`src/rtl/csr_lgz_pkg.sv`:
```
package csr_lgz_pkg;

  localparam int unsigned SEL_W = 4;

  localparam logic [SEL_W-1:0] SEL_M_STAT  = 4'd0;
  localparam logic [SEL_W-1:0] SEL_M_PEND  = 4'd1;
  localparam logic [SEL_W-1:0] SEL_M_EN    = 4'd2;
  localparam logic [SEL_W-1:0] SEL_IRQ_DLG = 4'd3;
  localparam logic [SEL_W-1:0] SEL_EXC_DLG = 4'd4;
  localparam logic [SEL_W-1:0] SEL_M_VEC   = 4'd5;
  localparam logic [SEL_W-1:0] SEL_S_VEC   = 4'd6;
  localparam logic [SEL_W-1:0] SEL_S_STAT  = 4'd7;
  localparam logic [SEL_W-1:0] SEL_S_PEND  = 4'd8;
  localparam logic [SEL_W-1:0] SEL_S_EN    = 4'd9;

  // interrupt bit positions
  localparam int unsigned IRQ_S_SW  = 1;
  localparam int unsigned IRQ_M_SW  = 3;
  localparam int unsigned IRQ_S_TMR = 5;
  localparam int unsigned IRQ_M_TMR = 7;
  localparam int unsigned IRQ_S_EXT = 9;
  localparam int unsigned IRQ_M_EXT = 11;
  localparam int unsigned IRQ_AUX   = 12;

  localparam logic [15:0] PEND_SW_MASK = 16'h0022;
  localparam logic [15:0] DLG_MASK     = 16'h1222;
  localparam logic [15:0] EN_MASK      = 16'h12AA;
  localparam logic [15:0] EXC_MASK     = 16'hB109;

  // status field positions
  localparam int unsigned ST_S_IE   = 1;
  localparam int unsigned ST_M_IE   = 3;
  localparam int unsigned ST_S_PIE  = 5;
  localparam int unsigned ST_M_PIE  = 7;
  localparam int unsigned ST_S_PP   = 8;
  localparam int unsigned ST_M_PP   = 11;
  localparam int unsigned ST_FP     = 13;
  localparam int unsigned ST_XT     = 15;

  localparam logic [16:0] ST_BASE_WMASK = 17'h1E0AA;
  localparam logic [16:0] ST_S_VIEW     = 17'h1E122;

  localparam logic [1:0] PRV_U = 2'd0;
  localparam logic [1:0] PRV_S = 2'd1;
  localparam logic [1:0] PRV_H = 2'd2;
  localparam logic [1:0] PRV_M = 2'd3;

endpackage

```
`src/rtl/csr_lgz_irq.sv`:
```
module csr_lgz_irq
  import csr_lgz_pkg::*;
#(
  parameter int unsigned XLEN    = 32,
  parameter int unsigned MMIO_AW = 4
) (
  input  logic               clk_i,
  input  logic               rst_ni,
  input  logic               csr_we_i,
  input  logic [SEL_W-1:0]   csr_waddr_i,
  input  logic [XLEN-1:0]    csr_wdata_i,
  input  logic               hw_meip_i,
  input  logic               hw_seip_i,
  input  logic               hw_mtip_i,
  input  logic               sw_irq_we_i,
  input  logic [MMIO_AW-1:0] sw_irq_addr_i,
  input  logic [7:0]         sw_irq_wdata_i,
  output logic [XLEN-1:0]    m_pend_o,
  output logic [XLEN-1:0]    m_en_o,
  output logic [XLEN-1:0]    irq_dlg_o
);

  localparam logic [XLEN-1:0] EN_M  = XLEN'(EN_MASK);
  localparam logic [XLEN-1:0] DLG_M = XLEN'(DLG_MASK);

  logic we_m_pend, we_s_pend, we_m_en, we_s_en, we_dlg, sw_hit;
  logic [XLEN-1:0] en_q, dlg_q;

  assign we_m_pend = csr_we_i && (csr_waddr_i == SEL_M_PEND);
  assign we_s_pend = csr_we_i && (csr_waddr_i == SEL_S_PEND);
  assign we_m_en   = csr_we_i && (csr_waddr_i == SEL_M_EN);
  assign we_s_en   = csr_we_i && (csr_waddr_i == SEL_S_EN);
  assign we_dlg    = csr_we_i && (csr_waddr_i == SEL_IRQ_DLG);
  assign sw_hit    = sw_irq_we_i && (sw_irq_addr_i == '0);

  // per-bit pending storage, variant picked by bit owner
  for (genvar i = 0; i < XLEN; i++) begin : g_pend
    if (i == IRQ_M_EXT || i == IRQ_S_EXT || i == IRQ_M_TMR) begin : g_hw
      logic pin, q;
      if (i == IRQ_M_EXT) begin : g_me
        assign pin = hw_meip_i;
      end else if (i == IRQ_S_EXT) begin : g_se
        assign pin = hw_seip_i;
      end else begin : g_mt
        assign pin = hw_mtip_i;
      end
      always_ff @(posedge clk_i or negedge rst_ni)
        if (!rst_ni) q <= 1'b0;
        else         q <= pin;
      assign m_pend_o[i] = q;
    end else if (i == IRQ_M_SW) begin : g_mmio
      logic q;
      always_ff @(posedge clk_i or negedge rst_ni)
        if (!rst_ni)     q <= 1'b0;
        else if (sw_hit) q <= sw_irq_wdata_i[0];
      assign m_pend_o[i] = q;
    end else if (i == IRQ_S_SW || i == IRQ_S_TMR) begin : g_sw
      logic q, s_ok;
      assign s_ok = (i == IRQ_S_SW) && dlg_q[i];
      always_ff @(posedge clk_i or negedge rst_ni)
        if (!rst_ni)                    q <= 1'b0;
        else if (we_m_pend)             q <= csr_wdata_i[i];
        else if (we_s_pend && s_ok)     q <= csr_wdata_i[i];
      assign m_pend_o[i] = q;
    end else begin : g_none
      assign m_pend_o[i] = 1'b0;
    end
  end

  always_ff @(posedge clk_i or negedge rst_ni) begin
    if (!rst_ni) begin
      en_q  <= '0;
      dlg_q <= '0;
    end else begin
      if (we_m_en)      en_q <= (en_q & ~EN_M) | (csr_wdata_i & EN_M);
      else if (we_s_en) en_q <= (en_q & ~dlg_q) | (csr_wdata_i & dlg_q);
      if (we_dlg)       dlg_q <= csr_wdata_i & DLG_M;
    end
  end

  assign m_en_o    = en_q;
  assign irq_dlg_o = dlg_q;

endmodule

```
`src/rtl/csr_lgz_trap.sv`:
```
module csr_lgz_trap
  import csr_lgz_pkg::*;
#(
  parameter int unsigned XLEN = 32
) (
  input  logic             clk_i,
  input  logic             rst_ni,
  input  logic             csr_we_i,
  input  logic [SEL_W-1:0] csr_waddr_i,
  input  logic [XLEN-1:0]  csr_wdata_i,
  output logic [XLEN-1:0]  exc_dlg_o,
  output logic [XLEN-1:0]  m_vec_o,
  output logic [XLEN-1:0]  s_vec_o
);

  localparam logic [XLEN-1:0] EXC_M   = XLEN'(EXC_MASK);
  localparam logic [XLEN-1:0] M_VEC_M = ~XLEN'(2);
  localparam logic [XLEN-1:0] S_VEC_M = ~XLEN'(3);

  always_ff @(posedge clk_i or negedge rst_ni) begin
    if (!rst_ni) begin
      exc_dlg_o <= '0;
      m_vec_o   <= '0;
      s_vec_o   <= '0;
    end else if (csr_we_i) begin
      case (csr_waddr_i)
        SEL_EXC_DLG: exc_dlg_o <= csr_wdata_i & EXC_M;
        SEL_M_VEC:   m_vec_o   <= csr_wdata_i & M_VEC_M;
        SEL_S_VEC:   s_vec_o   <= csr_wdata_i & S_VEC_M;
        default: ;
      endcase
    end
  end

endmodule

```
`src/rtl/csr_lgz_status.sv`:
```
module csr_lgz_status
  import csr_lgz_pkg::*;
#(
  parameter int unsigned XLEN  = 32,
  parameter bit          HAS_S = 1'b1,
  parameter bit          HAS_U = 1'b1
) (
  input  logic             clk_i,
  input  logic             rst_ni,
  input  logic             csr_we_i,
  input  logic [SEL_W-1:0] csr_waddr_i,
  input  logic [XLEN-1:0]  csr_wdata_i,
  output logic [XLEN-1:0]  m_stat_o
);

  localparam logic [XLEN-1:0] SPP_BIT = XLEN'(1) << ST_S_PP;
  localparam logic [XLEN-1:0] WMASK   = XLEN'(ST_BASE_WMASK) | (HAS_S ? SPP_BIT : '0);
  localparam logic [XLEN-1:0] SMASK   = XLEN'(ST_S_VIEW) & WMASK;

  function automatic logic [1:0] legal_pp(input logic [1:0] v);
    if (!HAS_U)                   return PRV_M;
    else if (v == PRV_H || !HAS_S) return PRV_U;
    else                          return v;
  endfunction

  logic [XLEN-1:0] q;

  always_ff @(posedge clk_i or negedge rst_ni) begin
    if (!rst_ni) begin
      q <= XLEN'(legal_pp(PRV_U)) << ST_M_PP;
    end else if (csr_we_i && csr_waddr_i == SEL_M_STAT) begin
      q <= (csr_wdata_i & WMASK) |
           (XLEN'(legal_pp(csr_wdata_i[ST_M_PP +: 2])) << ST_M_PP);
    end else if (csr_we_i && csr_waddr_i == SEL_S_STAT) begin
      q <= (q & ~SMASK) | (csr_wdata_i & SMASK);
    end
  end

  assign m_stat_o = q;

endmodule

```
`src/rtl/csr_legalizer.sv`:
```
module csr_legalizer
  import csr_lgz_pkg::*;
#(
  parameter int unsigned XLEN    = 32,
  parameter int unsigned MMIO_AW = 4,
  parameter bit          HAS_S   = 1'b1,
  parameter bit          HAS_U   = 1'b1
) (
  input  logic               clk_i,
  input  logic               rst_ni,
  input  logic               csr_we_i,
  input  logic [3:0]         csr_waddr_i,
  input  logic [XLEN-1:0]    csr_wdata_i,
  input  logic [3:0]         csr_raddr_i,
  output logic [XLEN-1:0]    csr_rdata_o,
  input  logic               hw_meip_i,
  input  logic               hw_seip_i,
  input  logic               hw_mtip_i,
  input  logic               sw_irq_we_i,
  input  logic [MMIO_AW-1:0] sw_irq_addr_i,
  input  logic [7:0]         sw_irq_wdata_i,
  output logic [31:0]        sw_irq_rdata_o
);

  localparam logic [XLEN-1:0] S_VIEW = XLEN'(ST_S_VIEW);

  logic [XLEN-1:0] m_pend_q, m_en_q, irq_dlg_q, exc_dlg_q, m_vec_q, s_vec_q, m_stat_q;
  logic            dirty;

  csr_lgz_irq #(.XLEN(XLEN), .MMIO_AW(MMIO_AW)) i_irq (
    .clk_i, .rst_ni, .csr_we_i, .csr_waddr_i, .csr_wdata_i,
    .hw_meip_i, .hw_seip_i, .hw_mtip_i,
    .sw_irq_we_i, .sw_irq_addr_i, .sw_irq_wdata_i,
    .m_pend_o (m_pend_q),
    .m_en_o   (m_en_q),
    .irq_dlg_o(irq_dlg_q)
  );

  csr_lgz_trap #(.XLEN(XLEN)) i_trap (
    .clk_i, .rst_ni, .csr_we_i, .csr_waddr_i, .csr_wdata_i,
    .exc_dlg_o(exc_dlg_q),
    .m_vec_o  (m_vec_q),
    .s_vec_o  (s_vec_q)
  );

  csr_lgz_status #(.XLEN(XLEN), .HAS_S(HAS_S), .HAS_U(HAS_U)) i_status (
    .clk_i, .rst_ni, .csr_we_i, .csr_waddr_i, .csr_wdata_i,
    .m_stat_o(m_stat_q)
  );

  assign dirty = (m_stat_q[ST_FP +: 2] == 2'b11) || (m_stat_q[ST_XT +: 2] == 2'b11);

  always_comb begin
    case (csr_raddr_i)
      SEL_M_STAT:  csr_rdata_o = {dirty, m_stat_q[XLEN-2:0]};
      SEL_M_PEND:  csr_rdata_o = m_pend_q;
      SEL_M_EN:    csr_rdata_o = m_en_q;
      SEL_IRQ_DLG: csr_rdata_o = irq_dlg_q;
      SEL_EXC_DLG: csr_rdata_o = exc_dlg_q;
      SEL_M_VEC:   csr_rdata_o = m_vec_q;
      SEL_S_VEC:   csr_rdata_o = s_vec_q;
      SEL_S_STAT:  csr_rdata_o = {dirty, m_stat_q[XLEN-2:0] & S_VIEW[XLEN-2:0]};
      SEL_S_PEND:  csr_rdata_o = m_pend_q & irq_dlg_q;
      SEL_S_EN:    csr_rdata_o = m_en_q & irq_dlg_q;
      default:     csr_rdata_o = '0;
    endcase
  end

  assign sw_irq_rdata_o = (sw_irq_addr_i == '0) ? {31'b0, m_pend_q[IRQ_M_SW]} : 32'b0;

endmodule

```
`config.mk`:
```
export PLATFORM = sky130hd
export DESIGN_NAME = csr_legalizer
export DESIGN_NICKNAME = d
export VERILOG_FILES = /design/src/rtl/csr_lgz_pkg.sv /design/src/rtl/csr_lgz_irq.sv /design/src/rtl/csr_lgz_trap.sv /design/src/rtl/csr_lgz_status.sv /design/src/rtl/csr_legalizer.sv
export SDC_FILE = /design/constraint.sdc
export NUM_CORES = 1
export LEC_CHECK = 0
export BUFFER_PORTS_ARGS = -buffer_cell sky130_fd_sc_hd__buf_2
export CAP_MARGIN = 30
export CORE_MARGIN = 10
export CORE_UTILIZATION = 40
export CTS_BUF_LIST = sky130_fd_sc_hd__clkbuf_8
export DETAILED_ROUTE_END_ITERATION = 8
export PLACE_DENSITY = 0.66
export SLEW_MARGIN = 0
export SYNTH_ARGS = -nofsm -noshare
export SYNTH_HDL_FRONTEND = slang
export SYNTH_SLANG_ARGS = --single-unit
```
`constraint.sdc`:
```
create_clock -name clk_i -period 1.5 [get_ports clk_i]
set_input_delay 0.3 -clock clk_i [delete_from_list [all_inputs] [get_ports clk_i]]
set_output_delay 0.3 -clock clk_i [all_outputs]
set_load 0.02 [all_outputs]
```
=== Word-level counts from Yosys, hierarchy flattened ===
Cells that the tools add are included.
Widths: inputs -> output; s select.

* Register bits: 141
* Bits in latches: 0
* Memory bits (writable): 0
* Bits in read-only memories: 0
* Bits of input ports: 59
* Output and inout port bits: 64
* Logic and storage cells: 71
* Memories kept: 0

* Add/subtract/negate cells: 0
* Multiply operators: 0
* Div/mod/pow operators: 0
* Order comparisons: 0
* Equal/unequal tests: 21
* Shift operators: 0
* Mux-type cells: 10
* Bitwise logic cells: 9
* Reductions and logical operators: 19

{| class="wikitable"
|+ Operator list
! operator !! count
|-
| $pmux 32 s10 || 1
|-
| $mux 32 || 4
|-
| $and 32x13->32 || 2
|-
| $and 32x32->32 || 1
|-
| $eq 4x3->1 const B || 8
|-
| $not 13->32 || 1
|-
| $or 32x13->32 || 1
|-
| $or 32x17->32 || 1
|-
| $or 32x32->32 || 1
|-
| $or 17x13->17 || 1
|-
| $eq 4x2->1 const B || 4
|-
| $eq 4x4->1 const B || 4
|-
| $and 12x13->13 || 1
|-
| $logic_not 4->1 || 3
|-
| $logic_and 1x1->1 || 9
|-
| $eq 4x1->1 const B || 2
|-
| $eq 2x2->1 const B || 3
|-
| $reduce_and 2->1 || 3
|-
| $reduce_bool 2->1 || 3
|-
| $mux 2 || 2
|-
| $mux 1 || 3
|-
| $logic_or 1x1->1 || 1
|}

=== Depth between registers and ports, before layout ===
* Word-level depth: 5
* Depth in mapped cells: 6
* Mapped depth without buffers: 4

=== Modules after synthesis ===
A second synthesis with hierarchy kept.

* Cells, all modules: 688
* Area total of the unflattened synthesis: 7181.9 um2

{| class="wikitable"
|+ Modules (own cells, without submodules)
! module !! times used !! cells an instance !! area an instance (um2) !! seq. area each (um2)
|-
| csr_lgz_trap || 1 || 174 || 2867.8 || 1676.6
|-
| csr_legalizer || 1 || 299 || 2215.9 || 0.0
|-
| csr_lgz_irq || 1 || 136 || 1333.8 || 400.4
|-
| csr_lgz_status || 1 || 79 || 764.5 || 275.3
|}

=== Worst setup path before layout ===
Ideal clock, no wire load.

* Path type: input to output
* Start: in csr_raddr_i[1]
* End: out csr_rdata_o[3]
* Arrival: 1.271 ns
* Required time: 1.200 ns
* Path slack: -0.071 ns
* Cell stages on the path: 5
* Buffers on the path: 1
* Cells stage by stage: buf_2 -> nor2b_1 -> a22o_1 -> a222oi_1 -> o31ai_1

* Cells in the longest elaborated chain, start to end: 2
* Elaborated cells on any way between the ends: 11
* Those cells by class: eq/ne (9); mux (1); reduce/logical (1)

{| class="wikitable"
|+ RTL lines
! what !! RTL line !! text
|-
| start, declared || csr_legalizer.sv:14 || <nowiki>input logic [3:0] csr_raddr_i,</nowiki>
|-
| $eq 4x4->1, or another cell as far along || csr_legalizer.sv:54 || <nowiki>case (csr_raddr_i)</nowiki>
|-
| $pmux 32 s10 (*) || csr_legalizer.sv:54 ||
|-
| end, declared || csr_legalizer.sv:15 || <nowiki>output logic [XLEN-1:0] csr_rdata_o,</nowiki>
|}

Every way passes the cells marked *; elsewhere a longest branch is shown, timed or not.

=== Worst setup path after layout ===
* Start: reg i_trap.exc_dlg_o[3]
* End: out csr_rdata_o[3]

* Cells in the longest elaborated chain, start to end: 1

{| class="wikitable"
|+ RTL lines
! what !! RTL line !! text
|-
| start, declared || csr_lgz_trap.sv:11 || <nowiki>output logic [XLEN-1:0] exc_dlg_o,</nowiki>
|-
| start signal, assigned || csr_lgz_trap.sv:27 || <nowiki>SEL_EXC_DLG: exc_dlg_o <= csr_wdata_i & EXC_M;</nowiki>
|-
| $pmux 32 s10 || csr_legalizer.sv:54 ||
|}

No other way between the ends.

==> results.toml <==
[run_status]
status = "finished, violations left"
violations = "negative setup slack"

[power]
comb_power_share_pct = 21.6
p_switching_mw = 1.914
powerDensity_nw_per_um2 = 1164
swShare_pct = 26.45
p_int_mw = 5.323
p_seq_share_pct = 47.7
p_leak_nw = 2.937
ir_drop_uv = 834.7
power_frac_clock_pct = 30.8

[grt]
grt_overflow = 0
track_usage_pct = 15.18
grt_pass1_wl_microns = 19730
grt_max_degree = 42
antenna_found_initial = 0
grt_pass1_vias = 3773

[critical_path]
r2r-end = "i_irq.g_pend[1].g_sw.q"
endpoint_kind = "output port"
reg2regPathDepth = 5
worstPathRequired_ns = 1.20
r2r_setup_slack_ns = 0.29
critPathKind = "register to output port"
critical_path_peak_fanout = 2
crit_arrival_ns = 1.64
worst_setup_path_start_kind = "register"
reg2reg_from = "i_irq.irq_dlg_o[1]"

[yosys]
avgSynthCellArea_sq_um = 12.70
ys_seq_area_share_pct = 50.89
synth_seq_cells = 94
syn_inst = 364
ys_async_sr_fraction_pct = 100.0
yosys_warnings = 0
synth-edff-count = 0
syn_area_sq_um = 4622
synth_flop_cell = "dfrtp_1"
ys_types = 42

[sta]
rsz0062_at_grt = "yes"
skew_ns = 0.006094
fin_crit_sh_pct = 129.4
final-hold-violation-count = 0
period_needed_ns = 1.942
worst_slack_ns = -0.4415
finalSetupViolCount = 31
slew_violations = 0
fmax_mhz = 515.1

[floorplan]
fp-row-count = 39
dieArea_sq_um = 16260
io_pins = 123
core_sq_um = 11370
fp.dieW_microns = 127.5
die_y_microns = 127.5
initial_core_util_pct = 40.65

[detailed_routing]
vias_per_cell = 5.190
drt_iter0_drc = 230
top_layer = "met4"
wl_met2_microns = 6068
wl_microns = 12120
avgRoutedWirePerCell_microns = 18.70
remaining_drc_errors = 0
firstDrtPassIters = 5
wl_met3_microns = 917
vias = 3363
wl_met1_microns = 4972
antenna_left = 0

[worst_hold_path]
hold_path_class = "input port to register"
hold_start = "hw_mtip_i"
worstHoldEndpoint = "i_irq.g_pend[7].g_hw.q"
hold_depth = 1

[placed_design]
place_area_sq_um = 5530
gp_congestion = 0.8594
hpwl_microns = 8868
dp_cells = 621
io_buffers = 84

[finish]
fillers = 995
final_area_sq_um = 6217
drive_above_1_share_pct = 54.85
final_util_pct = 54.68
area_growth_pct = 34.52
layout.cells.non_filler = 648
n_antenna_cell = 0
final_nets = 559
layout_commonest_cell = "dfrtp_1"
layout_common_cells = "dfrtp_1 (94), mux2_2 (83), buf_4 (64), buf_2 (50), conb_1 (31)"

[clock_network]
numCtsBuffers = 9
tritoncts = "yes"
clk_pin_slew_ns = 0.09
cts_num_sinks = 94
clkLatencyLatePin_ns = 0.36
htree_levels = 3
ctsRootBufferMaster = "clkbuf_8"
clock_path_buffers = 2

[run]
drv_cap = 0
[metrics by stage]
step	hold WS, ns	setup slack (ns)	TNS (ns)	total power, mW
3_5_place_dp	0.2178	-0.3205	-17.18	4.890
4_1_cts	0.01042	-0.4625	-6.988	7.239
2_1_floorplan	0.004409	-0.05838	-0.2098	4.405
6_report	0.03221	-0.4415	-6.662	7.237
5_1_grt	0.02275	-0.5060	-8.531	7.625
3_3_place_gp	0.2100	-0.2903	-13.71	4.805
[Yosys cell counts, types with 3 or more instances]
library cell,n,area [sq um]
dfrtp_1,94,2352
mux2_2,85,957.2
buf_4,37,277.8
a22o_1,20,175.2
nand2_1,18,67.56
nor2b_1,13,81.33
nor2_1,9,33.78
mux2_1,8,90.09
buf_2,7,35.03
mux2i_1,7,70.07
o21ai_0,6,30.03
a21oi_1,5,25.02
nand3_1,5,25.02
a221o_1,4,40.04
a222oi_1,3,30.03
a22oi_1,3,22.52
a32oi_1,3,26.28
and3_1,3,18.77
buf_6,3,33.78
inv_1,3,11.26
nor4_1,3,18.77
[how the worst max path moves through the flow]
stage	from	endpoint	slack, ns
after floorplan	csr_raddr_i[1]	csr_rdata_o[3]	-0.06
after global placement	csr_raddr_i[1]	csr_rdata_o[31]	-0.29
after detailed placement	csr_raddr_i[1]	csr_rdata_o[5]	-0.32
after CTS	i_trap.exc_dlg_o[3]	csr_rdata_o[3]	-0.46
after global routing	i_trap.exc_dlg_o[3]	csr_rdata_o[3]	-0.51
final	i_trap.exc_dlg_o[3]	csr_rdata_o[3]	-0.44
[critical path: stages, from the launching register on]
cell and delay [ns]:
dfrtp_1 0.39, a22o_1 0.21, a222oi_1 0.39, o31ai_2 0.12
buf_2 0.18
[area by class of cell]
type	instances	area (sq um)	share of cell area [%]
inverters	3	11.26	0.1811
clock buffers	10	137.6	2.214
clock inverters	6	132.6	2.133
well taps	143	178.9	2.878
flip-flops and latches	94	2352	37.83
repair buffers	143	1159	18.64
multi-input cells	249	2246	36.12
[cells by family (layout without fill, tap and decap cells)]
family          Yosys count  after routing  synth area share, %
mux                     100            100                24.17
flops                    94             94                50.89
simple gates             62             62                7.092
compound gates           56             56                9.935
buf+inv                  51            162                7.823
other cells               1             31              0.08113
[metal layers]
metal  up-vias  GRT usage (%)
met2       109          25.05
met4         0          5.559
li1       1548              -
met1      1695          18.26
met3        11          4.591
met5         -              0
[timing repair]
item,4_1_cts,5_1_grt
hold buffers,1,0
pin swaps,4,7
gates resized for setup,59,24
endpoints found under the hold margin,19,0
gates cloned,2,0
setup endpoints to repair,31,32
buffers inserted,5,3
[state kept, by name, summed over array words and instances, names as in the netlist]
name	flops
i_irq.g_pend.g_hw.q	3
i_irq.g_pend.g_mmio.q	1
i_irq.g_pend.g_sw.q	2
i_irq.irq_dlg_o	4
i_irq.m_en_o	6
i_status.m_stat_o	11
i_trap.exc_dlg_o	6
i_trap.m_vec_o	31
i_trap.s_vec_o	30
[power by group through the flow]
stage / clock network [mW] / registers [mW] / logic, mW
after floorplan: 0 / 3.41 / 0.998
after global placement: 0 / 3.47 / 1.33
after detailed placement: 0 / 3.51 / 1.38
after CTS: 2.28 / 3.45 / 1.50
after global routing: 2.38 / 3.53 / 1.71
final: 2.23 / 3.45 / 1.56
(Power assumes the default switching activity.)
